<file path="config.mk">
export PLATFORM = sky130hd
export DESIGN_NAME = pwm_cmp_timer
export DESIGN_NICKNAME = d
export VERILOG_FILES = /design/src/rtl/pwmt_pkg.sv /design/src/rtl/tmr_tick_gen.sv /design/src/rtl/tmr_counter.sv /design/src/rtl/tmr_pwm_out.sv /design/src/rtl/pwm_cmp_timer.sv
export SDC_FILE = /design/constraint.sdc
export NUM_CORES = 1
export LEC_CHECK = 0
export BUFFER_PORTS_ARGS = -buffer_cell sky130_fd_sc_hd__buf_2
export CAP_MARGIN = 10
export CORE_MARGIN = 2
export CORE_UTILIZATION = 49
export CTS_BUF_LIST = sky130_fd_sc_hd__clkbuf_4 sky130_fd_sc_hd__clkbuf_8
export DETAILED_ROUTE_END_ITERATION = 16
export PLACE_DENSITY = 0.78
export SLEW_MARGIN = 20
export SYNTH_ARGS = -nofsm -noshare
export SYNTH_HDL_FRONTEND = slang
export SYNTH_HIERARCHICAL = 1
export SYNTH_SLANG_ARGS = --single-unit
</file>
<file path="constraint.sdc">
create_clock -name clk -period 3.5 [get_ports clk]
set_input_delay 0.7 -clock clk [delete_from_list [all_inputs] [get_ports clk]]
set_output_delay 0.7 -clock clk [all_outputs]
set_load 0.05 [all_outputs]
</file>
<file path="src/rtl/pwmt_pkg.sv">
package pwmt_pkg;

  typedef enum logic [1:0] {
    CLR_NONE  = 2'b00,
    CLR_RISE  = 2'b01,
    CLR_FALL  = 2'b10,
    CLR_NONE2 = 2'b11
  } clr_sel_e;

  typedef enum logic [1:0] {
    EDGE_RISE = 2'b00,
    EDGE_FALL = 2'b01,
    EDGE_BOTH = 2'b10,
    EDGE_BTH2 = 2'b11
  } edge_sel_e;

  // Prescaler mask: count fires when (presc & mask) == mask, giving divide by 2**sel.
  function automatic logic [2:0] presc_mask(input logic [1:0] sel);
    logic [2:0] m;
    m = 3'((4'd1 << sel) - 4'd1);
    return m;
  endfunction

  // True when the selected edge kind is seen between two synchronised samples.
  function automatic logic edge_hit(input logic [1:0] sel, input logic prev, input logic cur);
    logic up, dn;
    up = cur & ~prev;
    dn = prev & ~cur;
    case (sel)
      EDGE_RISE: return up;
      EDGE_FALL: return dn;
      default:   return up | dn;
    endcase
  endfunction

  // Next output level from the two match events.
  function automatic logic pwm_next(input logic en, input logic m_rise,
                                    input logic m_fall, input logic cur);
    if (!en)                 return cur;
    if (m_rise && !m_fall)   return 1'b1;
    if (m_fall && !m_rise)   return 1'b0;
    return cur;
  endfunction

endpackage

</file>
<file path="src/rtl/tmr_tick_gen.sv">
module tmr_tick_gen
  import pwmt_pkg::*;
#(
  parameter int PW = 3,
  parameter int SYNC_STAGES = 2
) (
  input  logic       clk,
  input  logic       rst_n,
  input  logic       run,
  input  logic [2:0] src_sel,
  input  logic [1:0] edge_sel,
  input  logic       ext_in,
  output logic       tick
);
  localparam int SW = (SYNC_STAGES < 2) ? 2 : SYNC_STAGES;

  logic [SW-1:0] sync_q;
  logic          prev_q;
  logic [PW-1:0] presc_q;
  logic [PW-1:0] mask;
  logic          int_tick, ext_tick;

  always_ff @(posedge clk or negedge rst_n) begin
    if (!rst_n) begin
      sync_q  <= '0;
      prev_q  <= 1'b0;
      presc_q <= '0;
    end else begin
      sync_q  <= {sync_q[SW-2:0], ext_in};
      prev_q  <= sync_q[SW-1];
      presc_q <= run ? presc_q + 1'b1 : '0;
    end
  end

  assign mask     = PW'(presc_mask(src_sel[1:0]));
  assign int_tick = run && ((presc_q & mask) == mask);
  assign ext_tick = run && edge_hit(edge_sel, prev_q, sync_q[SW-1]);
  assign tick     = src_sel[2] ? ext_tick : int_tick;

endmodule

</file>
<file path="src/rtl/tmr_counter.sv">
module tmr_counter
  import pwmt_pkg::*;
#(
  parameter int W = 16
) (
  input  logic         clk,
  input  logic         rst_n,
  input  logic         tick,
  input  logic [W-1:0] cmp_rise,
  input  logic [W-1:0] cmp_fall,
  input  logic [1:0]   clr_sel,
  input  logic         wr_cnt,
  input  logic [W-1:0] wr_val,
  output logic [W-1:0] cnt,
  output logic         match_rise,
  output logic         match_fall,
  output logic         clr_hit
);
  logic [W-1:0] cnt_q;

  assign match_rise = tick && (cnt_q == cmp_rise);
  assign match_fall = tick && (cnt_q == cmp_fall);
  assign clr_hit    = ((clr_sel == CLR_RISE) && match_rise) ||
                      ((clr_sel == CLR_FALL) && match_fall);

  always_ff @(posedge clk or negedge rst_n) begin
    if (!rst_n)        cnt_q <= '0;
    else if (wr_cnt)   cnt_q <= wr_val;
    else if (clr_hit)  cnt_q <= '0;
    else if (tick)     cnt_q <= cnt_q + 1'b1;
  end

  assign cnt = cnt_q;

endmodule

</file>
<file path="src/rtl/tmr_pwm_out.sv">
module tmr_pwm_out
  import pwmt_pkg::*;
(
  input  logic clk,
  input  logic rst_n,
  input  logic pwm_en,
  input  logic match_rise,
  input  logic match_fall,
  output logic level
);
  always_ff @(posedge clk or negedge rst_n) begin
    if (!rst_n) level <= 1'b0;
    else        level <= pwm_next(pwm_en, match_rise, match_fall, level);
  end
endmodule

</file>
<file path="src/rtl/pwm_cmp_timer.sv">
module pwm_cmp_timer
  import pwmt_pkg::*;
#(
  parameter int W  = 16,
  parameter int AW = 2,
  parameter int PW = 3
) (
  input  logic          clk,
  input  logic          rst_n,
  input  logic          wr_en,
  input  logic [AW-1:0] addr,
  input  logic [W-1:0]  wdata,
  output logic [W-1:0]  rdata,
  input  logic          ext_clk,
  output logic          pwm_out
);
  localparam int CTRL_W = 9;
  localparam logic [AW-1:0] A_CTRL = AW'(0);
  localparam logic [AW-1:0] A_CNT  = AW'(1);
  localparam logic [AW-1:0] A_RISE = AW'(2);
  localparam logic [AW-1:0] A_FALL = AW'(3);

  logic [CTRL_W-1:0] ctrl_q;
  logic [W-1:0]      rise_q, fall_q;
  logic [W-1:0]      cnt;
  logic              tick, match_rise, match_fall, clr_hit;
  logic              run, pwm_en, wr_cnt;
  logic [2:0]        src_sel;
  logic [1:0]        edge_sel, clr_sel;

  assign src_sel  = ctrl_q[2:0];
  assign edge_sel = ctrl_q[4:3];
  assign clr_sel  = ctrl_q[6:5];
  assign pwm_en   = ctrl_q[7];
  assign run      = ctrl_q[8];
  assign wr_cnt   = wr_en && (addr == A_CNT);

  always_ff @(posedge clk or negedge rst_n) begin
    if (!rst_n) begin
      ctrl_q <= '0;
      rise_q <= '1;
      fall_q <= '1;
    end else if (wr_en) begin
      case (addr)
        A_CTRL:  ctrl_q <= wdata[CTRL_W-1:0];
        A_RISE:  rise_q <= wdata;
        A_FALL:  fall_q <= wdata;
        default: ;
      endcase
    end
  end

  always_comb begin
    case (addr)
      A_CTRL:  rdata = W'(ctrl_q);
      A_CNT:   rdata = cnt;
      A_RISE:  rdata = rise_q;
      default: rdata = fall_q;
    endcase
  end

  tmr_tick_gen #(.PW(PW), .SYNC_STAGES(2)) u_tick (
    .clk(clk), .rst_n(rst_n), .run(run), .src_sel(src_sel),
    .edge_sel(edge_sel), .ext_in(ext_clk), .tick(tick)
  );

  tmr_counter #(.W(W)) u_cnt (
    .clk(clk), .rst_n(rst_n), .tick(tick), .cmp_rise(rise_q), .cmp_fall(fall_q),
    .clr_sel(clr_sel), .wr_cnt(wr_cnt), .wr_val(wdata), .cnt(cnt),
    .match_rise(match_rise), .match_fall(match_fall), .clr_hit(clr_hit)
  );

  tmr_pwm_out u_out (
    .clk(clk), .rst_n(rst_n), .pwm_en(pwm_en), .match_rise(match_rise),
    .match_fall(match_fall), .level(pwm_out)
  );

endmodule

</file>
### After elaboration in Yosys (flattened, before gate mapping)

Index checks and enable logic that the tools add are counted.

* flip-flop bits (word level): 64
* input bits: 22

* add/sub/neg operators: 3
* bitwise operators: 6
* reduce and logical (&&, ||, !) cells: 18
* eq/ne operators: 10
* mux-type cells: 18
* shift operators: 1

Operators with widths (number)
* 2-to-1 mux 16 bit: 3
* case mux 16 bit (3 select lines): 1
* equality test 16 bit: 2
* adder 16 x 1 -> 16 bit (second input constant): 1
* 2-to-1 mux 1 bit: 12
* logical AND 1 bit: 9
* equality test 2 x 1 -> 1 bit (second input constant): 3
* equality test 2 bit (second input constant): 3
* AND reduction 2 bit: 3
* logical NOT 2 bit: 2
* adder 3 x 1 -> 3 bit (second input constant): 1
* AND 3 bit: 1
* equality test 3 bit: 1
* 2-to-1 mux 3 bit: 1
* != test 3 x 1 -> 1 bit (second input constant): 1
* nonzero test 3 bit: 1
* << shifter 1 x 2 -> 3 bit (first input constant): 1
* subtractor 3 x 1 -> 3 bit (second input constant): 1
* AND 1 bit: 2
* logical NOT 1 bit: 2
* NOT 1 bit: 2
* case mux 1 bit (2 select lines): 1
* logical OR 1 bit: 1
* OR 1 bit: 1

### Longest topological paths before layout

Gate-level depths: netlist of run 1.

* depth in word-level cells: 16
* gate-level depth with buffers: 12
* depth with buffers taken out: 12

### Hierarchy

Netlist of run 1, hierarchy kept.

By module, submodules not included
* pwm_cmp_timer: cells an instance 118, instances 1, seq. area each 1066.0 µm², area an instance 2035.7 µm²
* tmr_counter: cells an instance 188, instances 1, seq. area each 400.4 µm², area an instance 1642.8 µm²
* tmr_tick_gen: cells an instance 24, instances 1, seq. area each 150.1 µm², area an instance 290.3 µm²
* tmr_pwm_out: cells an instance 6, instances 1, seq. area each 25.0 µm², area an instance 46.3 µm²

### Worst setup path before layout of run 1

Ideal clock, no wire load.

* path kind: register to register
* from: register u_tick.sync_q[1]
* to: register u_cnt.cnt_q[13] (netlist: u_cnt/cnt[13])
* clock period less this slack: 2.449 ns
* path buffers: 0
* setup slack: 1.051 ns
* library setup time: 0.126 ns
* data arrival time: 2.323 ns
* cell stages (with the launch flop): 12
* path through: dfrtp_1 inv_1 ha_1 nand2_1 o2111ai_2 o21ai_1 inv_1 a2111o_1 nor4_2 a22o_2 nor4_1 o32a_1

* word-level cells in the longest chain between the ends: 11

Ends and longest elaborated chain
* start: declaration: line tmr_tick_gen.sv:17 `logic [SW-1:0] sync_q;`
* start signal: assignment: line tmr_tick_gen.sv:29 `sync_q <= {sync_q[SW-2:0], ext_in};`
* NOT 1 bit: line pwmt_pkg.sv:28 `dn = prev & ~cur;`
* AND 1 bit: line pwmt_pkg.sv:28
* OR 1 bit: line pwmt_pkg.sv:32 `default: return up | dn;`
* case mux 1 bit (2 select lines) *: line pwmt_pkg.sv:29 `case (sel)`
* logical AND 1 bit *: line tmr_tick_gen.sv:37 `assign ext_tick = run && edge_hit(edge_sel, prev_q, sync_q[SW-1]);`
* 2-to-1 mux 1 bit *: line tmr_tick_gen.sv:38 `assign tick = src_sel[2] ? ext_tick : int_tick;`
* named net tick: line pwm_cmp_timer.sv:26 `logic tick, match_rise, match_fall, clr_hit;`
* logical AND 1 bit, on equally long branches: line tmr_counter.sv:21, tmr_counter.sv:22
* logical AND 1 bit, on equally long branches: line tmr_counter.sv:23, tmr_counter.sv:24
* logical OR 1 bit: line tmr_counter.sv:23 `assign clr_hit = ((clr_sel == CLR_RISE) && match_rise) ||`
* 2-to-1 mux 16 bit: line tmr_counter.sv:29 `else if (clr_hit) cnt_q <= '0;`
* 2-to-1 mux 16 bit: line tmr_counter.sv:28 `else if (wr_cnt) cnt_q <= wr_val;`
* end signal: assignment: line tmr_counter.sv:28
* end signal: assignment: line tmr_counter.sv:30 `else if (tick) cnt_q <= cnt_q + 1'b1;`
* end: declaration: line tmr_counter.sv:19 `logic [W-1:0] cnt_q;`

The timed path passes the listed nets; every way through them passes the cells marked *.
A chain may end at the register's enable or synchronous reset.

### Final worst setup path of run 1

* from: register u_tick.sync_q[1]
* to: register u_cnt.cnt_q[10] (netlist: u_cnt/cnt[10])

* word-level cells in the longest chain between the ends: 11

Ends and longest elaborated chain (line)
* NOT 1 bit: pwmt_pkg.sv:28
* AND 1 bit: pwmt_pkg.sv:28
* OR 1 bit: pwmt_pkg.sv:32
* case mux 1 bit (2 select lines) *: pwmt_pkg.sv:29
* logical AND 1 bit *: tmr_tick_gen.sv:37
* 2-to-1 mux 1 bit *: tmr_tick_gen.sv:38
* named net tick: pwm_cmp_timer.sv:26
* logical AND 1 bit, on equally long branches: tmr_counter.sv:21, tmr_counter.sv:22
* logical AND 1 bit, on equally long branches: tmr_counter.sv:23, tmr_counter.sv:24
* logical OR 1 bit *: tmr_counter.sv:23
* named net clr_hit: pwm_cmp_timer.sv:26
* 2-to-1 mux 16 bit: tmr_counter.sv:29
* 2-to-1 mux 16 bit: tmr_counter.sv:28

Marked as above.

==> impl_metrics.toml, run 1 <==
[timing]
hold_viol_final = 0
worstMarginPinSlew_ns = 1.025
drv_slew = 0
whs_ns = 0.3592
rsz0062_at_grt = "false"
skew_ns = 0.009986
fin_crit_sh_pct = 82.84
fmax_ghz = 0.3449
setup_viol = 0
period_needed_ns = 2.899
slew_headroom_pct = 31.39
setup_tns_ns = 0

[power_and_ir_drop]
power_frac_comb_pct = 33.6
irDropWorstVdd_v = 0.0002893
p_sw_uw = 993.5
power.total_uw = 2650
seqPwrFrac_pct = 42.9
power.density_mw_per_mm2 = 605.2
intPower_uw = 1656
leakagePower_uw = 0.001762
swShare_pct = 37.50
clkPwrFrac_pct = 23.5

[placement]
placed_area_sq_mm = 0.004187
hpwl_um = 6477
io_buffers = 38
place_congestion = 0.9457

[route]
via_per_inst = 6.021
post_drt_wl_per_cell_um = 19.45
ant_nets = 0
drtIter0Drc = 321
num_vias = 2884
drc = 0
drtPass1Iterations = 5
drt-total-wl_um = 9316

[worst_setup_path]
path_class = "reg2reg"
worstPathCellList = "inv_1 -> ha_1 -> nand2_1 -> o2111ai_2 -> o21ai_1 -> buf_4 -> nand2_1 -> nor4_1 -> a22o_2 -> nor3_1 -> o41a_1"
critPathTopFamily = "compound AO/OA/AOI/OAI gates"
cp.required_ns = 3.73
slowest_stage = "a22o_2"
max_stage_delay_ns = 0.41
path_common_cell = "nand2_1"
critPathBufInv = 2
crit_fanout = 13
worst_ep_arrival_time_ns = 3.13
critPathLaunchType = "register"
cp-end-kind = "register"

[cts]
cts_setup_buffers = 0
cts.clk_slew.worst_paths_ns = 0.07
clockBufferDepth = 2
cts_resized = 0
cts_max_level = 3
cts.sink_count = 64
cts_buffers = 9
insertion_delay_ns = 0.35
postCtsHoldBufs = 0
cts_root_buf = "clkbuf_8"
tritoncts = "done"

[synth]
synth_seq_cells = 64
yosys-top-cells-count = "38 x mux2_2, 32 x dfrtp_1, 32 x dfstp_2"
synth.largest_area_cell = "dfstp_2"
synth-edff-count = 0
netlist_area_sq_mm = 0.004015
syn_area_per_cell_sq_um = 11.95
postSynthCellCount = 336
yosysTopAreaCellShare_pct = 20.94
async_reset_ff_share_pct = 100.0
synth_cell_types = 59
syn_nets = 362
synth_seq_area_share_pct = 40.89
ys.flop_type = "dfstp_2"
ys_top_cells_by_area = "dfstp_2 21%, dfrtp_1 20%, mux2_2 11%"
yosysMostFrequentCell = "mux2_2"
yosysWarnings = 6

[die]
rows = 33
start_util_pct = 49.61
io_pins = 39
die_h_um = 94.52
core_sq_mm = 0.008093
die-area_sq_mm = 0.008934
dieWidth_um = 94.52

[grt]
grt_max_degree = 39
grt_pass1_vias = 2849
grt_pass1_wl_um = 15010
gr-total-overflow = 0
antenna_found_initial = 0
track_usage_pct = 22.46

[run_status]
status = "finished, final reports clean"

[cells_and_area]
final_cell_area_sq_mm = 0.004378
syn_to_final_growth_pct = 9.037
diodes = 0
layout.nets = 395
n_fill_cell = 722
drive_above_1_share_pct = 43.32

[flow_run]
maxCapViolations = 0

[worst_hold_path]
hold_path.class = "reg2reg"
==> state kept, by name (all words and copies together), names as in the netlist <==
signal and count:
u_tick/sync_q 2, fall_q 16, u_out/level 1, u_cnt/cnt 16, u_tick/presc_q 3, ctrl_q 9, u_tick/prev_q 1, rise_q 16
==> power groups by stage <==
stage | sequential [uW] | combinational (uW) | clock, uW
6_report | 1140 | 889 | 623
5_1_grt | 1160 | 949 | 678
4_1_cts | 1130 | 881 | 636
3_5_place_dp | 1150 | 876 | 0
3_3_place_gp | 1130 | 865 | 0
2_1_floorplan | 1060 | 760 | 0
==> worst reg2reg max path, cell delays in order, from the launching register on <==
cell and delay, ns:
dfrtp_1 0.38, inv_1 0.06, ha_1 0.28, nand2_1 0.08, o2111ai_2 0.11, o21ai_1 0.25, buf_4 0.26, nand2_1 0.08
nor4_1 0.37, a22o_2 0.41, nor3_1 0.09, o41a_1 0.41
==> placed cells by master (no fill, tap or decap), types with 8 or more instances in the layout <==
master	count
nor3_1	9
clkbuf_8	9
mux2_2	38
dfstp_2	32
dfrtp_1	32
inv_1	8
nand4_1	12
xnor2_1	31
buf_2	38
nand2_1	22
mux2_4	11
==> path summary, 6_finish.rpt <==
kind                            slack [ns]               end             start  cells past startpoint
worst max-delay path                  0.60     u_cnt/cnt[10]  u_tick/sync_q[1]                     11
worst min-delay path                  0.36  u_tick/sync_q[1]  u_tick/sync_q[0]                      0
worst max register to register        0.60     u_cnt/cnt[10]  u_tick/sync_q[1]                     11
worst min register to register        0.36  u_tick/sync_q[1]  u_tick/sync_q[0]                      0
max in group asynchronous             2.16         rise_q[7]             rst_n                      2
min in group asynchronous             0.37         ctrl_q[1]             rst_n                      1
==> area by class of cell <==
type / count / area, sq um / share of cell area [%]
clock buffers: 10 / 131.4 / 3.001
repair buffers: 42 / 220.2 / 5.030
flip-flops and latches: 64 / 1642 / 37.50
clock inverters: 6 / 60.06 / 1.372
multi-input cells: 243 / 2160 / 49.33
well taps: 105 / 131.4 / 3.001
inverters: 9 / 33.78 / 0.7716
==> logic make-up after synthesis <==
| logic type | after synthesis | share of synthesized area [%] |
|---|---|---|
| compound gates | 49 | 9.691 |
| simple gates | 96 | 14.90 |
| flops | 64 | 40.89 |
| buf+inv | 29 | 5.329 |
| fa+ha+maj | 4 | 1.247 |
| xor+xnor | 36 | 7.853 |
| mux | 58 | 20.10 |
==> per-layer routing <==
layer | up-vias | wire length, um | global-route usage, %
met3 | 22 | 529 | 7.342
met1 | 1456 | 4263 | 30.39
met2 | 99 | 4345 | 34.58
met4 | 0 | 178 | 6.763
met5 | - | 0 | 0
li1 | 1307 | - | -
==> stage by stage <==
stage | setup WS (ns) | utilization (%) | cells
5_1_grt | 0.4533 | 54.10 | 479
2_1_floorplan | 1.051 | - | 336
3_5_place_dp | 0.6839 | 51.73 | 463
6_report | 0.6006 | 54.10 | 479
3_3_place_gp | 0.7586 | 51.73 | 463
4_1_cts | 0.6538 | 54.10 | 479
(Power assumes the default switching activity.)
==> run 2, diff against run 1 <==
clock period = 2.95 ns   (was 3.5 ns; I/O delays follow)
==> impl_metrics.toml, run 2 (same netlist as run 1, synthesis figures left out) <==
[cts]
cts_max_level = 3
cts_setup_buffers = 0
tritoncts = "done"
insertion_delay_ns = 0.35
postCtsHoldBufs = 0
cts_buffers = 9
cts.sink_count = 64
cts_root_buf = "clkbuf_8"
cts.clk_slew.worst_paths_ns = 0.08
cts_resized = 0
clockBufferDepth = 2

[power_and_ir_drop]
leakagePower_uw = 0.001785
power.total_uw = 3187
irDropWorstVdd_v = 0.0003222
power.density_mw_per_mm2 = 720.1

[timing]
period_needed_ns = 2.769
rsz0062_at_grt = "false"
setup_tns_ns = 0
drv_slew = 0
fin_crit_sh_pct = 93.88
skew_ns = 0.008887
slew_headroom_pct = 50.82
worstMarginPinSlew_ns = 0.7378
setup_viol = 0
worst_slack_ns = 0.1806
hold_viol_final = 0
fmax_ghz = 0.3611

[route]
dr.max_layer_used = "met4"
num_vias = 2858
ant_nets = 0
wl_met2_um = 4640
met1Wirelength_um = 4426
drc = 0
drtIter0Drc = 190
wl_met3_um = 403
via_per_inst = 5.917
drt-total-wl_um = 9568
post_drt_wl_per_cell_um = 19.81
drtPass1Iterations = 4

[placement]
hpwl_um = 7069
place_congestion = 0.9231
io_buffers = 38
post-place-ws_ns = 0.2466

[die]
die-area_sq_mm = 0.008934
start_util_pct = 49.61
core_sq_mm = 0.008093
die_h_um = 94.52
io_pins = 39
dieWidth_um = 94.52
rows = 33

[grt]
gr-total-overflow = 0
track_usage_pct = 23.61
grt_max_degree = 35
grt_pass1_wl_um = 15910
antenna_found_initial = 0
grt_pass1_vias = 2967

[cells_and_area]
diodes = 0
syn_to_final_growth_pct = 10.22
layout_common_cells = "38 x mux2_2, 38 x buf_2, 32 x dfrtp_1, 32 x dfstp_2, 31 x xnor2_1"
drive_above_1_share_pct = 43.92
postLayoutCoreUtil_pct = 54.68
layout.nets = 399

[worst_hold_path]
hold_path.class = "in2async"

[worst_setup_path]
path_class = "reg2reg"
crit_fanout = 13
crit_start = "u_tick/sync_q[1]"
cp.required_ns = 3.18
worst_ep_arrival_time_ns = 3.00
regToRegStartpoint = "u_tick/sync_q[1]"
critPathLaunchType = "register"
cp-end-kind = "register"

[run_status]
status = "finished, final reports clean"

[flow_run]
maxCapViolations = 0
-- run 2: final timing paths --
kind                                          to  slack [ns]  depth (start not counted)
worst max-delay path               u_cnt/cnt[10]        0.18                         11
worst min-delay path               u_cnt/cnt[12]        0.30                          1
worst max register to register     u_cnt/cnt[10]        0.18                         11
worst min register to register  u_tick/sync_q[1]        0.36                          0
max in group asynchronous              fall_q[6]        1.95                          2
min in group clk                u_tick/sync_q[0]        0.34                          1
-- run 2: power by group --
part           internal [uW]  switching (uW)  total, uW  leakage [uW]
clock                    389             373        762     0.0000952
sequential              1110             235       1340      0.000702
combinational            471             612       1080      0.000988
total                   1970            1220       3190       0.00179
-- run 2: routing by layer --
metal | track usage, % | up-vias
met5 | 0 | -
met4 | 7.246 | 0
met3 | 3.272 | 8
met2 | 39.17 | 72
met1 | 32.27 | 1463
li1 | - | 1315
-- run 2: critical path, stage by stage, from the launching register on --
cell	delay (ns)
dfrtp_1	0.38
inv_1	0.06
ha_1	0.29
nand2_1	0.08
o2111ai_2	0.11
o21ai_1	0.27
inv_1	0.13
a2111o_1	0.35
nor3_2	0.14
a22o_2	0.35
nor3_1	0.09
o41a_1	0.40
-- run 2: layout make-up --
| class | count | area (sq um) |
|---|---|---|
| inverter | 9 | 33.78 |
| fill | 726 | 3667 |
| clock buffer | 9 | 123.9 |
| tap | 105 | 131.4 |
| clock inverter | 7 | 72.57 |
| timing repair buffer | 46 | 262.8 |
| multi-input combinational | 243 | 2160 |
| sequential | 64 | 1642 |
-- run 2: metrics by stage --
| step | area [sq um] | hold slack, ns | std cells |
|---|---|---|---|
| floorplan | 4015 | 0.2944 | 336 |
| global placement | 4229 | 0.3492 | 467 |
| detailed placement | 4229 | 0.3449 | 467 |
| CTS | 4425 | 0.3286 | 483 |
| global route | 4425 | 0.3426 | 483 |
| finish | 4425 | 0.3036 | 483 |
==> run 3, diff against run 2 <==
GPL_TIMING_DRIVEN = 0   (was default)
RECOVER_POWER = 25   (was default)
SLEW_MARGIN = 5   (was 20)
==> impl_metrics.toml, run 3 (same netlist as run 1, synthesis figures left out) <==
[run_status]
status = "complete, but fails checks"
failed_checks = "max-capacitance violations, max-slew violations"

[timing]
fin_crit_sh_pct = 93.67
rsz0062_at_grt = "false"
setup_viol = 0
drv_slew = 65
fmax_ghz = 0.3619
slew_headroom_pct = -4.224
skew_ns = 0.009020
hold_viol_final = 0
period_needed_ns = 2.763
whs_ns = 0.3420
worstMarginPinSlew_ns = 1.563

[cells_and_area]
finalNonFillerCells = 495
final_common_cell = "buf_2"
layout.nets = 411
layout_common_cells = "40 x buf_2, 38 x mux2_2, 32 x dfrtp_1, 32 x dfstp_2, 31 x xnor2_1"
diodes = 0
syn_to_final_growth_pct = 13.21
n_fill_cell = 715
final_cell_area_sq_mm = 0.004546
drive_above_1_share_pct = 45.38
postLayoutCoreUtil_pct = 56.17

[placement]
place_congestion = 0.9517
placed_area_sq_mm = 0.004339
hpwl_um = 7489
io_buffers = 38
dpl.cell_count = 479

[power_and_ir_drop]
power.total_uw = 3245
irDropWorstVdd_v = 0.0004498
leakagePower_uw = 0.001846
power.density_mw_per_mm2 = 713.9

[worst_setup_path]
worst_ep_arrival_time_ns = 3.00
critPathLaunchType = "register"
worstPathCellList = "inv_1 -> ha_1 -> nand2_1 -> o2111ai_2 -> o21ai_2 -> inv_2 -> a2111o_1 -> nor4_2 -> a22o_2 -> nor4_1 -> o32a_1"
slowest_stage = "dfrtp_1"
crit_fanout = 7
path_class = "reg2reg"
cp.required_ns = 3.19
max_stage_delay_ns = 0.37
cp-end-kind = "register"

[die]
rows = 33
core_sq_mm = 0.008093
die_h_um = 94.52
start_util_pct = 49.61
io_pins = 39
die-area_sq_mm = 0.008934
dieWidth_um = 94.52

[grt]
grt_pass1_wl_um = 15900
track_usage_pct = 24.19
grt_max_degree = 65
gr-total-overflow = 0
grt_pass1_vias = 2965
antenna_found_initial = 0

[cts]
clockBufferDepth = 2
cts_max_level = 3
cts_buffers = 9
tritoncts = "done"
cts_root_buf = "clkbuf_8"
cts.sink_count = 64
cts.clk_slew.worst_paths_ns = 0.07
insertion_delay_ns = 0.35

[route]
ant_nets = 0
num_vias = 2927
drt-total-wl_um = 10060
via_per_inst = 5.913
drc = 0
drtPass1Iterations = 4
drtIter0Drc = 162
post_drt_wl_per_cell_um = 20.33

[flow_run]
maxCapViolations = 1

[worst_hold_path]
hold_path.class = "in2reg"
run 3: cell count changes in the layout (fill, tap and decap cells not counted), sizes merged:
| cell | before | now |
|---|---|---|
| buf | 46 | 51 |
| clkbuf | 9 | 17 |
| clkinv | 5 | 3 |
| inv | 8 | 9 |
run 3: path summary, 6_finish.rpt:
check                                 startpoint               end  slack [ns]  depth (start not counted)
worst max-delay path            u_tick/sync_q[1]     u_cnt/cnt[13]        0.19                         11
worst min-delay path                     ext_clk  u_tick/sync_q[0]        0.34                          1
worst max register to register  u_tick/sync_q[1]     u_cnt/cnt[13]        0.19                         11
worst min register to register  u_tick/sync_q[0]  u_tick/sync_q[1]        0.35                          0
max in group asynchronous                  rst_n         ctrl_q[6]        1.40                          1
min in group asynchronous                  rst_n     u_cnt/cnt[15]        0.64                          1
run 3: timing repair:
action	in CTS	in global routing
endpoints found under the setup margin	1	1
buffers inserted	0	0
hold buffers	0	0
gates cloned	0	0
pin swaps	0	0
gates resized for setup	1	1
run 3: area by class of cell:
class                   count  area [sq um]  share of cell area, %
multi-input cells         243          2163                  47.59
flip-flops and latches     64          1642                  36.11
repair buffers             38         190.2                  4.184
plain buffers              20         180.2                  3.964
clock buffers              10         137.6                  3.028
well taps                 105         131.4                  2.890
clock inverters             6         67.56                  1.486
inverters                   9         33.78                 0.7432
run 3: worst max-delay path: cells and delay by family (launching register included):
| family | cells | cell delay, ns |
|---|---|---|
| buffers and inverters | 2 | 0.19 |
| AND/OR/NAND/NOR | 3 | 0.46 |
| AO/OA/AOI/OAI | 5 | 1.33 |
| flip-flops | 1 | 0.37 |
| adder cells (fa/ha/maj) | 1 | 0.28 |
run 3: where the power goes:
part	total (uW)	switching [uW]	internal (uW)
clock network	782	366	415
registers	1300	197	1110
logic	1160	656	503
total	3250	1220	2030
run 3: metal layers:
layer  part of all wire [%]  track usage [%]
met4                    1.6            9.541
met3                    4.7            4.868
met1                     46            32.68
met2                     48            38.45
met5                      0                0
run 3: metrics by stage:
stage	setup WS [ns]	setup TNS (ns)
2_1_floorplan	0.5012	0
3_3_place_gp	-0.1496	-0.1496
3_5_place_dp	-0.1129	-0.1129
4_1_cts	0.1059	0
5_1_grt	0.07349	0
6_report	0.1868	0
